## config.mk

```make
export PLATFORM = sky130hd
export DESIGN_NAME = dac_dual_regctl
export DESIGN_NICKNAME = d
export VERILOG_FILES = /design/src/rtl/dacreg_pkg.sv /design/src/rtl/dacreg_decode.sv /design/src/rtl/dacreg_channel.sv /design/src/rtl/dac_dual_regctl.sv
export SDC_FILE = /design/constraint.sdc
export NUM_CORES = 1
export LEC_CHECK = 0
export ABC_AREA = 1
export ABC_CLOCK_PERIOD_IN_PS = 1500
export BUFFER_PORTS_ARGS = -buffer_cell sky130_fd_sc_hd__buf_2
export CAP_MARGIN = 0
export CELL_PAD_IN_SITES_DETAIL_PLACEMENT = 0
export CELL_PAD_IN_SITES_GLOBAL_PLACEMENT = 2
export CORE_ASPECT_RATIO = 0.9
export CORE_MARGIN = 5
export CORE_UTILIZATION = 33
export DETAILED_ROUTE_END_ITERATION = 12
export GPL_TIMING_DRIVEN = 0
export PLACE_DENSITY_LB_ADDON = 0.05
export RECOVER_POWER = 50
export SYNTH_ARGS = -nofsm -noshare
export SYNTH_HDL_FRONTEND = slang
export SYNTH_SLANG_ARGS = --single-unit
```

## constraint.sdc

```tcl
create_clock -name clk -period 1.5 [get_ports clk]
set_input_delay 0.3 -clock clk [delete_from_list [all_inputs] [get_ports clk]]
set_output_delay 0.3 -clock clk [all_outputs]
set_load 0.005 [all_outputs]
```

## src/rtl/dacreg_pkg.sv

```systemverilog
package dacreg_pkg;

  localparam int CMD_W   = 16;
  localparam int DATA_W  = 12;
  localparam int NCH     = 2;
  localparam int PD_W    = 2;
  localparam int PD_LSB  = DATA_W - PD_W;

  typedef enum logic [1:0] {
    OP_STAGE     = 2'b00,
    OP_STAGE_OUT = 2'b01,
    OP_COPY      = 2'b10,
    OP_BROADCAST = 2'b11
  } op_e;

  typedef enum logic [PD_W-1:0] {
    PD_ACTIVE = 2'b00,
    PD_R1K    = 2'b01,
    PD_R100K  = 2'b10,
    PD_FLOAT  = 2'b11
  } pd_e;

  typedef struct packed {
    op_e               op;
    logic              chan;
    logic              pd_mode;
    logic [DATA_W-1:0] data;
  } cmd_t;

  function automatic cmd_t unpack_cmd(input logic [CMD_W-1:0] w);
    cmd_t c;
    c.op      = op_e'(w[CMD_W-1 -: 2]);
    c.chan    = w[CMD_W-3];
    c.pd_mode = w[CMD_W-4];
    c.data    = w[DATA_W-1:0];
    return c;
  endfunction

  function automatic logic [PD_W-1:0] pd_field(input logic [DATA_W-1:0] d);
    return d[DATA_W-1 -: PD_W];
  endfunction

  function automatic logic op_loads_data(input op_e op);
    return op != OP_COPY;
  endfunction

  function automatic logic op_drives_out(input op_e op);
    return op == OP_STAGE_OUT || op == OP_BROADCAST;
  endfunction

endpackage

```

## src/rtl/dacreg_decode.sv

```systemverilog
module dacreg_decode
  import dacreg_pkg::*;
(
  input  logic                 cmd_valid,
  input  logic [CMD_W-1:0]     cmd_word,
  output logic [NCH-1:0]       stage_we,
  output logic [NCH-1:0]       out_we,
  output logic [NCH-1:0]       out_from_stage,
  output logic [NCH-1:0]       pd_we,
  output logic [NCH-1:0]       pd_wake,
  output logic [DATA_W-1:0]    data,
  output logic [PD_W-1:0]      pd_val
);

  cmd_t cmd;
  logic normal_cmd;
  logic power_cmd;

  always_comb begin
    cmd        = unpack_cmd(cmd_word);
    normal_cmd = cmd_valid && !cmd.pd_mode;
    power_cmd  = cmd_valid &&  cmd.pd_mode;
    data       = cmd.data;
    pd_val     = pd_field(cmd.data);
  end

  for (genvar i = 0; i < NCH; i++) begin : g_ch
    logic hit;
    assign hit = (cmd.chan == i[0]);

    assign stage_we[i]       = normal_cmd && hit && op_loads_data(cmd.op);
    assign out_we[i]         = normal_cmd &&
                               ((hit && op_drives_out(cmd.op)) ||
                                cmd.op == OP_COPY || cmd.op == OP_BROADCAST);
    assign out_from_stage[i] = (cmd.op == OP_COPY) ||
                               (cmd.op == OP_BROADCAST && !hit);
    assign pd_we[i]          = power_cmd && (hit || cmd.op == OP_BROADCAST);
    assign pd_wake[i]        = stage_we[i];
  end

  // a single command never loads new data into both staging registers
  always_comb begin
    if (cmd_valid) begin
      a_r7_single_target: assert ($onehot0(stage_we));
    end
  end

endmodule

```

## src/rtl/dacreg_channel.sv

```systemverilog
module dacreg_channel
  import dacreg_pkg::*;
(
  input  logic              clk,
  input  logic              clr_n,
  input  logic              stage_we,
  input  logic              out_we,
  input  logic              out_from_stage,
  input  logic              pd_we,
  input  logic              pd_wake,
  input  logic [DATA_W-1:0] data,
  input  logic [PD_W-1:0]   pd_val,
  output logic [DATA_W-1:0] stage_q,
  output logic [DATA_W-1:0] out_q,
  output logic [PD_W-1:0]   pd_q
);

  always_ff @(posedge clk or negedge clr_n) begin
    if (!clr_n) begin
      stage_q <= '0;
    end else if (stage_we) begin
      stage_q <= data;
    end
  end

  always_ff @(posedge clk or negedge clr_n) begin
    if (!clr_n) begin
      out_q <= '0;
    end else if (out_we) begin
      out_q <= out_from_stage ? stage_q : data;
    end
  end

  always_ff @(posedge clk or negedge clr_n) begin
    if (!clr_n) begin
      pd_q <= PD_ACTIVE;
    end else if (pd_we) begin
      pd_q <= pd_val;
    end else if (pd_wake) begin
      pd_q <= PD_ACTIVE;
    end
  end

  // clear holds every register at zero
  a_r1_clear_zero: assert property (@(posedge clk)
    !clr_n |-> (stage_q == '0 && out_q == '0 && pd_q == '0));

  // output code holds unless an output write is requested
  a_r3_out_hold: assert property (@(posedge clk) disable iff (!clr_n)
    !out_we |=> $stable(out_q));

  // staging register holds unless a data load is requested
  a_r8_stage_hold: assert property (@(posedge clk) disable iff (!clr_n)
    !stage_we |=> $stable(stage_q));

  // power-down mode moves only on a mode write or a data load
  a_r10_pd_hold: assert property (@(posedge clk) disable iff (!clr_n)
    !(pd_we || pd_wake) |=> $stable(pd_q));

  // a data load without a mode write returns the channel to normal
  a_r10_wake: assert property (@(posedge clk) disable iff (!clr_n)
    (pd_wake && !pd_we) |=> (pd_q == PD_ACTIVE));

endmodule

```

## src/rtl/dac_dual_regctl.sv

```systemverilog
module dac_dual_regctl
  import dacreg_pkg::*;
(
  input  logic              clk,
  input  logic              clr_n,
  input  logic              cmd_valid,
  input  logic [CMD_W-1:0]  cmd_word,
  output logic [DATA_W-1:0] code_a,
  output logic [DATA_W-1:0] code_b,
  output logic [PD_W-1:0]   pd_a,
  output logic [PD_W-1:0]   pd_b
);

  logic [NCH-1:0]    stage_we;
  logic [NCH-1:0]    out_we;
  logic [NCH-1:0]    out_from_stage;
  logic [NCH-1:0]    pd_we;
  logic [NCH-1:0]    pd_wake;
  logic [DATA_W-1:0] data;
  logic [PD_W-1:0]   pd_val;

  logic [DATA_W-1:0] stage_q [NCH];
  logic [DATA_W-1:0] out_q   [NCH];
  logic [PD_W-1:0]   pd_q    [NCH];

  cmd_t port_cmd;
  assign port_cmd = unpack_cmd(cmd_word);

  dacreg_decode u_decode (
    .cmd_valid      (cmd_valid),
    .cmd_word       (cmd_word),
    .stage_we       (stage_we),
    .out_we         (out_we),
    .out_from_stage (out_from_stage),
    .pd_we          (pd_we),
    .pd_wake        (pd_wake),
    .data           (data),
    .pd_val         (pd_val)
  );

  for (genvar i = 0; i < NCH; i++) begin : g_chan
    dacreg_channel u_chan (
      .clk            (clk),
      .clr_n          (clr_n),
      .stage_we       (stage_we[i]),
      .out_we         (out_we[i]),
      .out_from_stage (out_from_stage[i]),
      .pd_we          (pd_we[i]),
      .pd_wake        (pd_wake[i]),
      .data           (data),
      .pd_val         (pd_val),
      .stage_q        (stage_q[i]),
      .out_q          (out_q[i]),
      .pd_q           (pd_q[i])
    );

    // a copy command moves the staging value into the output register
    a_r5_copy: assert property (@(posedge clk) disable iff (!clr_n)
      (cmd_valid && !port_cmd.pd_mode && port_cmd.op == OP_COPY)
      |=> (out_q[i] == $past(stage_q[i])));

    // a broadcast loads new data into the addressed channel's output
    a_r6_broadcast_hit: assert property (@(posedge clk) disable iff (!clr_n)
      (cmd_valid && !port_cmd.pd_mode && port_cmd.op == OP_BROADCAST &&
       port_cmd.chan == i[0])
      |=> (out_q[i] == $past(cmd_word[DATA_W-1:0])));

    // a power-down broadcast reaches every channel
    a_r9_pd_all: assert property (@(posedge clk) disable iff (!clr_n)
      (cmd_valid && port_cmd.pd_mode && port_cmd.op == OP_BROADCAST)
      |=> (pd_q[i] == $past(cmd_word[DATA_W-1 -: PD_W])));
  end

  assign code_a = out_q[0];
  assign code_b = out_q[1];
  assign pd_a   = pd_q[0];
  assign pd_b   = pd_q[1];

endmodule

```

==> results.txt, run 1 <==
Outcome -> completed
Syn_nets -> 329
DR WL/cell -> 13.7 um
H-Tree Level Count -> 2
CP Class -> input pin to flop
Placement Rows -> 29
DIE HEIGHT -> 90.6 um
Power Dens Cells -> 1150 nW/um2
Clock-pin slew on the worst setup and hold paths -> 100 ps
Most area-hungry cell type in the Yosys netlist -> dfrtp_1
Slew @ Worst Pin -> 693 ps
Iter 0 DRT Violations -> 59
Syn Std Cell Area -> 2380 um2
Clk pwr share -> 0.250
Core ar. -> 7040 um2
Busiest grt layer -> met2
Slack of the critical path -> 323 ps
Final-stage net count -> 382
Top cell type's share of synthesized area -> 0.546
HP Class -> input pin to async pin
Fin crit period -> 1180 ps
Synth-to-layout area growth -> 17.9%
Internal Power -> 2.26 mW
Post-synth EDFFs -> 0
GRT met1 Usage -> 0.201
Syn_area_per_cell -> 7.68 um2
Yosys cell types -> 13
TNS Setup -> 0 ps
Delay-heaviest family, CP -> buffers and inverters
Post-synth ARST share -> 1.00
Detailed Place HPWL -> 4670 um
CTS Sinks -> 52
Die Area -> 9020 um2
Initial antenna violation count -> 0
Top post-synthesis cells by count -> nand2_1 (165), dfrtp_1 (52), nand3_1 (28), o21ai_1 (24), inv_1 (16)
Slowest CP cell -> clkbuf_1
Crit path DAT -> 1430 ps
Post-CTS Setup Bufs -> 0
Critical-path cell list -> buf_2 -> inv_2 -> nand2_1 -> nand3_2 -> clkbuf_1 -> nand3_1 -> nand2_1
Ratio of cells with drive above 1 in the final layout -> 0.195
Drt pass-1 iters -> 4
Placer Congestion -> 0.740
Yosys reg bits -> 52
Worst path required time -> 1750 ps
R2r setup slk -> 750 ps
Cts hold-fix bufs -> 0
Total routed wirelength -> 6270 um
Crit. End Element -> flop
N_diodes -> 0
Clock latency on the worst-skew pair -> 310 ps
GR Util met3 -> 0.0309
Switching Share -> 0.303
Total CTS buffers -> 5
Seq/Total Area, Yosys -> 0.546
Initial Util -> 0.338
Post-DRT Antenna Nets -> 0
Comb pwr share -> 0.202
Power Total -> 3.24 mW
# DRC -> 0
Max Fanout on Critical Path -> 10
Final Cycle Share -> 0.784
Final setup vio count -> 0
Maximum vdd drop -> 312 uV
Synth area leaders -> dfrtp_1 (55%), nand2_1 (26%), nand3_1 (5.9%), o21ai_1 (5.0%), inv_1 (2.5%)
Most frequent cell after synthesis -> nand2_1
Max incr delay on CP -> 450 ps
Vias/cell -> 4.60
Synthesis Warnings -> 0
Longest Clk Path Bufs -> 2
Switching power -> 983 uW
CTS resizes -> 0
First-pass GRT wire length -> 11000 um
R2R depth -> 4
Leak pwr -> 1.64 nW
GR Util All Layers -> 0.151
Root Driver -> clkbuf_8
Largest net degree at the start of global routing -> 53
Worst setup SP type -> input pin
Met2 usage -> 0.246
Grt ovf -> 0
Final Hold Viols -> 0
CTS tree -> yes
Pre-CTS WS -> 53.9 ps
Die X-Extent -> 99.6 um
WP buf/inv -> 3
Vias post-DR -> 2104
Reg2Reg Capture Point -> g_chan[1].u_chan.out_q[9]
Post-synth top flop -> dfrtp_1
Cell mode on critical path -> nand2_1
Max Clk Rate -> 0.850 GHz
Number of global-route vias before repair -> 2260
Max cap viols -> 0
I/O pins -> 47
Clock skew -> 6.63 ps
Slew headroom -> 0.538
Sequential share of power -> 0.548
Count of buffers from port buffering -> 46
RR Startpoint -> g_chan[1].u_chan.stage_q[9]
Fin. max-slew vios -> 0
RSZ-0062 raised after global routing -> false
Cell count after synthesis -> 310
worst max path at each step:
stage	start	end	cells past startpoint
final	cmd_word[14]	g_chan[0].u_chan.pd_q[1]	7
after global routing	cmd_word[12]	g_chan[1].u_chan.pd_q[0]	8
after CTS	g_chan[0].u_chan.out_q[0]	code_a[0]	1
after detailed placement	clr_n	g_chan[0].u_chan.out_q[11]	1
after global placement	clr_n	g_chan[0].u_chan.out_q[11]	1
after floorplan	cmd_word[15]	g_chan[0].u_chan.out_q[0]	8
final cells by class:
cell class	instances	area, um2
Buffer	15	77.6
Clock buffer	5	68.8
Clock inverter	3	18.8
Fill cell	778	4230
Inverter	22	82.6
Multi-Input combinational cell	221	911
Sequential cell	52	1300
Tap cell	93	116
Timing Repair Buffer	46	233
flip-flops by register name (all words and copies together) (netlist names):
| signal | cells |
|---|---|
| g_chan.u_chan.pd_q | 4 |
| g_chan.u_chan.out_q | 24 |
| g_chan.u_chan.stage_q | 24 |
cell usage in the layout (no fill, tap or decap), drive strengths merged:
cell	instances
buf	54
nand3	30
nand2	166
clkinv	3
a21oi	1
o21ai	24
dfrtp	52
clkbuf	12
inv	22
power groups by stage:
stage	Combinational [mW]	Clock, mW	Sequential (mW)
2_1_floorplan	0.367	0	1.81
3_3_place_gp	0.674	0	1.80
3_5_place_dp	0.681	0	1.81
4_1_cts	0.683	0.849	1.78
5_1_grt	0.775	0.913	1.81
6_report	0.655	0.812	1.78
metrics by stage:
step                      hold WS (ps)  utilization  std cells  instance area (um2)
after floorplan                   4.41            -        310                 2380
after global routing              82.7        0.399        457                 2810
final                             22.1        0.399        457                 2810
after global placement             450        0.388        449                 2730
after detailed placement           455        0.388        449                 2730
after CTS                          269        0.400        457                 2820
layer usage:
metal | vias up | part of all wire
met2 | 39 | 0.47
li1 | 1061 | -
met4 | 0 | 0.014
met5 | - | 0
met3 | 10 | 0.043
met1 | 994 | 0.48
kinds of logic (layout without fill, tap and decap cells):
kind of cell	Yosys count	after routing	synth area share
AOI/OAI and AO/OA	25	25	0.0541
DFF	52	52	0.546
and+or+nand+nor	196	196	0.330
buffers and inverters	37	91	0.0699
No activity file was read; power rests on OpenSTA's default activity.
==> run 2: changes to the inputs <==
--- a/config.mk
+++ b/config.mk
@@ -6,14 +6,14 @@
 export NUM_CORES = 1
 export LEC_CHECK = 0
 export ABC_AREA = 1
-export ABC_CLOCK_PERIOD_IN_PS = 1500
+export ABC_CLOCK_PERIOD_IN_PS = 1090
 export BUFFER_PORTS_ARGS = -buffer_cell sky130_fd_sc_hd__buf_2
 export CAP_MARGIN = 0
 export CELL_PAD_IN_SITES_DETAIL_PLACEMENT = 0
 export CELL_PAD_IN_SITES_GLOBAL_PLACEMENT = 2
 export CORE_ASPECT_RATIO = 0.9
 export CORE_MARGIN = 5
-export CORE_UTILIZATION = 33
+export CORE_UTILIZATION = 31
 export DETAILED_ROUTE_END_ITERATION = 12
 export GPL_TIMING_DRIVEN = 0
 export PLACE_DENSITY_LB_ADDON = 0.05
==> constraint.sdc (replaced) <==
create_clock -name clk -period 1.09 [get_ports clk]
set_input_delay 0.218 -clock clk [delete_from_list [all_inputs] [get_ports clk]]
set_output_delay 0.218 -clock clk [all_outputs]
set_load 0.005 [all_outputs]
==> results.txt, run 2 (synthesis gave the netlist of run 1 again) <==
Largest net degree at the start of global routing -> 53
Leak pwr -> 1.68 nW
Max Fanout on Critical Path -> 2
Largest registers -> g_chan.u_chan.out_q x24, g_chan.u_chan.stage_q x24, g_chan.u_chan.pd_q x4
Critical-path cell list -> buf_2
N_diodes -> 0
Root Driver -> clkbuf_8
Longest Clk Path Bufs -> 2
Die X-Extent -> 102 um
Clock-pin slew on the worst setup and hold paths -> 100 ps
RR Startpoint -> g_chan[1].u_chan.stage_q[7]
CP Class -> flop to output port
Number of global-route vias before repair -> 2171
Vias post-DR -> 2108
Maximum vdd drop -> 555 uV
Total routed wirelength -> 6460 um
Slew @ Worst Pin -> 772 ps
Max incr delay on CP -> 400 ps
Placer Congestion -> 0.753
Synth-to-layout area growth -> 20.1%
Clock skew -> 5.73 ps
Placement Rows -> 30
Sequential share of power -> 0.532
Max Clk Rate -> 0.954 GHz
Fin crit period -> 1050 ps
Clk pwr share -> 0.262
Worst path required time -> 870 ps
Detailed Place HPWL -> 4740 um
Clock latency on the worst-skew pair -> 310 ps
Ratio of cells with drive above 1 in the final layout -> 0.223
Max cap viols -> 0
I/O pins -> 47
Switching power -> 1.38 mW
H-Tree Level Count -> 2
RSZ-0062 raised after global routing -> true
Grt ovf -> 0
DR WL/cell -> 13.9 um
Outcome -> finished with violations
Finished Layout Cells -> 464
Vias/cell -> 4.54
WP buf/inv -> 1
Most frequent cells in the layout -> nand2_1 (165), buf_2 (52), dfrtp_1 (52)
Crit path DAT -> 830 ps
# DRC -> 0
# placed instances -> 452
Comb pwr share -> 0.206
Final-stage net count -> 386
Crit. End Element -> output port
Count of buffers from port buffering -> 46
Power Dens Cells -> 1610 nW/um2
CTS Sinks -> 52
Final Cycle Share -> 0.962
HP Class -> input pin to async pin
Drt pass-1 iters -> 4
Worst setup SP type -> flop
DIE HEIGHT -> 93.2 um
Failing checks -> hold timing
Slowest CP cell -> dfrtp_1
Initial Util -> 0.317
CTS tree -> yes
Cts hold-fix bufs -> 0
Iter 0 DRT Violations -> 68
Power Total -> 4.59 mW
Post-DRT Antenna Nets -> 0
Internal Power -> 3.22 mW
Final setup vio count -> 0
Slew headroom -> 0.485
Fin. max-slew vios -> 0
Crit path launch -> g_chan[1].u_chan.out_q[9]
GR Util All Layers -> 0.145
Delay-heaviest family, CP -> flip-flops
Commonest non-fill, non-tap cell in the layout -> nand2_1
First-pass GRT wire length -> 10800 um
Initial antenna violation count -> 0
Switching Share -> 0.300
Total CTS buffers -> 5
Hold WS -> -25.6 ps
Core ar. -> 7510 um2
Final Hold Viols -> 9
Die Area -> 9540 um2
==> run 2: final timing paths <==
| kind | endpoint | slack (ps) | cells past startpoint |
|---|---|---|---|
| max | code_b[9] | 40 | 1 |
| min | g_chan[1].u_chan.out_q[7] | -30 | 1 |
| max reg2reg | g_chan[1].u_chan.out_q[7] | 330 | 4 |
| min reg2reg | g_chan[1].u_chan.out_q[1] | 470 | 2 |
| max in group asynchronous | g_chan[1].u_chan.stage_q[11] | 580 | 1 |
| min in group clk | g_chan[1].u_chan.stage_q[2] | 180 | 3 |
==> run 2: repair_timing <==
item / 4_1_cts / 5_1_grt
endpoints found under the setup margin: 0 / 18
endpoints found under the hold margin: 0 / 2
buffers inserted: 0 / 4
resized for setup: 0 / 4
==> run 2: per-layer routing <==
layer	global-route usage	wire length, um	vias to the layer above
met5	0	0	-
met4	0.0361	44	0
met3	0.0328	255	6
met2	0.235	3050	38
met1	0.196	3110	992
li1	-	-	1072
==> run 2: layout make-up <==
class                           instances  area, um2
Buffer                                 15       86.3
Tap cell                               96        120
Multi-Input combinational cell        221        915
Clock buffer                            7       86.3
Timing Repair Buffer                   50        263
Fill cell                             866       4650
Sequential cell                        52       1300
Inverter                               22       82.6
Clock inverter                          1       7.51
==> run 2: worst reg2reg max path: cells and delay by family (launching register included) <==
kind / cells / cell delay [ps]
AND/OR/NAND/NOR: 4 / 260
flip-flops: 1 / 400
==> run 2: power groups by stage <==
stage                     sequential [mW]  clock, mW  combinational (mW)
after detailed placement             2.49          0               0.939
after floorplan                      2.49          0               0.505
final                                2.44       1.20               0.948
after global placement               2.48          0               0.933
after CTS                            2.45       1.24               0.941
after global routing                 2.48       1.31                1.11
==> run 2: stage by stage <==
stage	setup TNS [ps]	setup slack (ps)	hold WS, ps	area, um2	utilization
finish	0	41.4	-25.6	2860	0.381
floorplan	0	107	-77.6	2380	-
detailed placement	-23620	-285	453	2730	0.364
CTS	0	19.2	182	2830	0.377
global route	-10.3	-7.37	46.7	2860	0.381
global placement	-23400	-277	450	2730	0.364
==> run 3: changes to the inputs <==
--- a/config.mk
+++ b/config.mk
@@ -15,7 +15,6 @@
 export CORE_MARGIN = 5
 export CORE_UTILIZATION = 31
 export DETAILED_ROUTE_END_ITERATION = 12
-export GPL_TIMING_DRIVEN = 0
 export PLACE_DENSITY_LB_ADDON = 0.05
 export RECOVER_POWER = 50
 export SYNTH_ARGS = -nofsm -noshare
==> results.txt, run 3 (synthesis gave the netlist of run 1 again) <==
Final-stage net count -> 384
Count of buffers from port buffering -> 46
Slew headroom -> 0.658
Crit path DAT -> 830 ps
HP Class -> input pin to flop
WP buf/inv -> 1
CP Class -> flop to output port
Busiest grt layer -> met2
RR Startpoint -> g_chan[1].u_chan.stage_q[10]
Reg2Reg Capture Point -> g_chan[1].u_chan.out_q[10]
Leak pwr -> 1.69 nW
Max Fanout on Critical Path -> 2
# DRC -> 0
Final Hold Viols -> 0
GR Util met3 -> 0.0283
Met2 usage -> 0.239
Layout fillers -> 841
CTS resizes -> 0
Maximum vdd drop -> 579 uV
RSZ-0062 raised after global routing -> true
Multi-input gate area -> 910 um2
Worst path required time -> 870 ps
I/O pins -> 47
Drt pass-1 iters -> 4
Worst setup SP type -> flop
Clock skew -> 7.64 ps
First-pass GRT wire length -> 10400 um
Largest registers -> g_chan.u_chan.out_q x24, g_chan.u_chan.stage_q x24, g_chan.u_chan.pd_q x4
Fin crit period -> 1050 ps
DR WL/cell -> 13.4 um
Detailed Place HPWL -> 4580 um
Synth-to-layout area growth -> 21.2%
Total routed wirelength -> 6190 um
N_diodes -> 0
Longest Clk Path Bufs -> 2
Ratio of cells with drive above 1 in the final layout -> 0.211
Die Area -> 9540 um2
Most frequent cells in the layout -> nand2_1 (165), dfrtp_1 (52), buf_2 (46)
Hold WS -> 198 ps
Slew @ Worst Pin -> 513 ps
Initial antenna violation count -> 0
DP Area -> 2800 um2
Pre-CTS WS -> -9.64 ps
Power Total -> 4.58 mW
GRT met1 Usage -> 0.181
Finished Layout Cells -> 461
Clock-pin slew on the worst setup and hold paths -> 100 ps
Placer Congestion -> 0.707
FF+latch area -> 1300 um2
CTS Sinks -> 52
Critical-path cell list -> buf_2
Hold_sp -> cmd_word[11]
Total CTS buffers -> 5
Layout Utilization -> 0.385
Initial Util -> 0.317
Die X-Extent -> 102 um
Largest net degree at the start of global routing -> 53
Iter 0 DRT Violations -> 47
Clock latency on the worst-skew pair -> 300 ps
DIE HEIGHT -> 93.2 um
R2r setup slk -> 340 ps
Grt ovf -> 0
Core ar. -> 7510 um2
Crit. End Element -> output port
Outcome -> completed
Power Dens Cells -> 1590 nW/um2
TNS Setup -> 0 ps
Slowest CP cell -> dfrtp_1
Final instance area -> 2890 um2
Max cap viols -> 0
Post-DRT Antenna Nets -> 0
Placement Rows -> 30
Hold path endpoint -> g_chan[0].u_chan.pd_q[1]
Vias post-DR -> 2100
Fin. max-slew vios -> 0
GR Util All Layers -> 0.139
Final Cycle Share -> 0.959
Root Driver -> clkbuf_8
R2R depth -> 4
CTS tree -> yes
Delay-heaviest family, CP -> flip-flops
# placed instances -> 452
Slack of the critical path -> 44.4 ps
Final setup vio count -> 0
Vias/cell -> 4.56
Hold Crit Depth -> 3
Commonest non-fill, non-tap cell in the layout -> nand2_1
H-Tree Level Count -> 2
Max Clk Rate -> 0.956 GHz
Number of global-route vias before repair -> 2110
Max incr delay on CP -> 400 ps
## run 3: worst max-delay path by stage
stage | to | slack [ps] | from | cells after the start
CTS | code_b[6] | 20 | g_chan[1].u_chan.out_q[6] | 1
global route | pd_b[0] | -2 | g_chan[1].u_chan.pd_q[0] | 1
detailed placement | g_chan[0].u_chan.out_q[1] | -10 | cmd_word[12] | 8
floorplan | g_chan[0].u_chan.out_q[0] | 110 | cmd_word[15] | 8
finish | pd_a[1] | 40 | g_chan[0].u_chan.pd_q[1] | 1
global placement | g_chan[0].u_chan.out_q[4] | -7 | cmd_word[12] | 8
## run 3: cell type report
type / instances / share of cell area
timing repair buffer: 63 / 0.130
clock buffer: 7 / 0.0334
inverter: 22 / 0.0286
tap: 96 / 0.0416
sequential: 52 / 0.451
multi-input combinational: 221 / 0.315
## run 3: report_power, final
| part | internal, mW | switching (mW) |
|---|---|---|
| Combinational | 0.419 | 0.508 |
| Sequential | 2.27 | 0.183 |
| Clock | 0.568 | 0.631 |
| Total | 3.26 | 1.32 |
## run 3: tightest hold or removal path, cell delays in order
cell and delay (ps):
buf_2 140, nand2_1 70, nand2_1 50
## run 3: what timing repair did
item,4_1_cts,5_1_grt
setup endpoints to repair,0,3
buffers inserted,0,1
endpoints found under the hold margin,52,0
hold buffers,1,0
## run 3: per-layer routing
layer	wire (um)	vias to the layer above
met5	0	-
li1	-	1065
met2	3030	33
met3	239	2
met1	2890	1000
met4	21	0
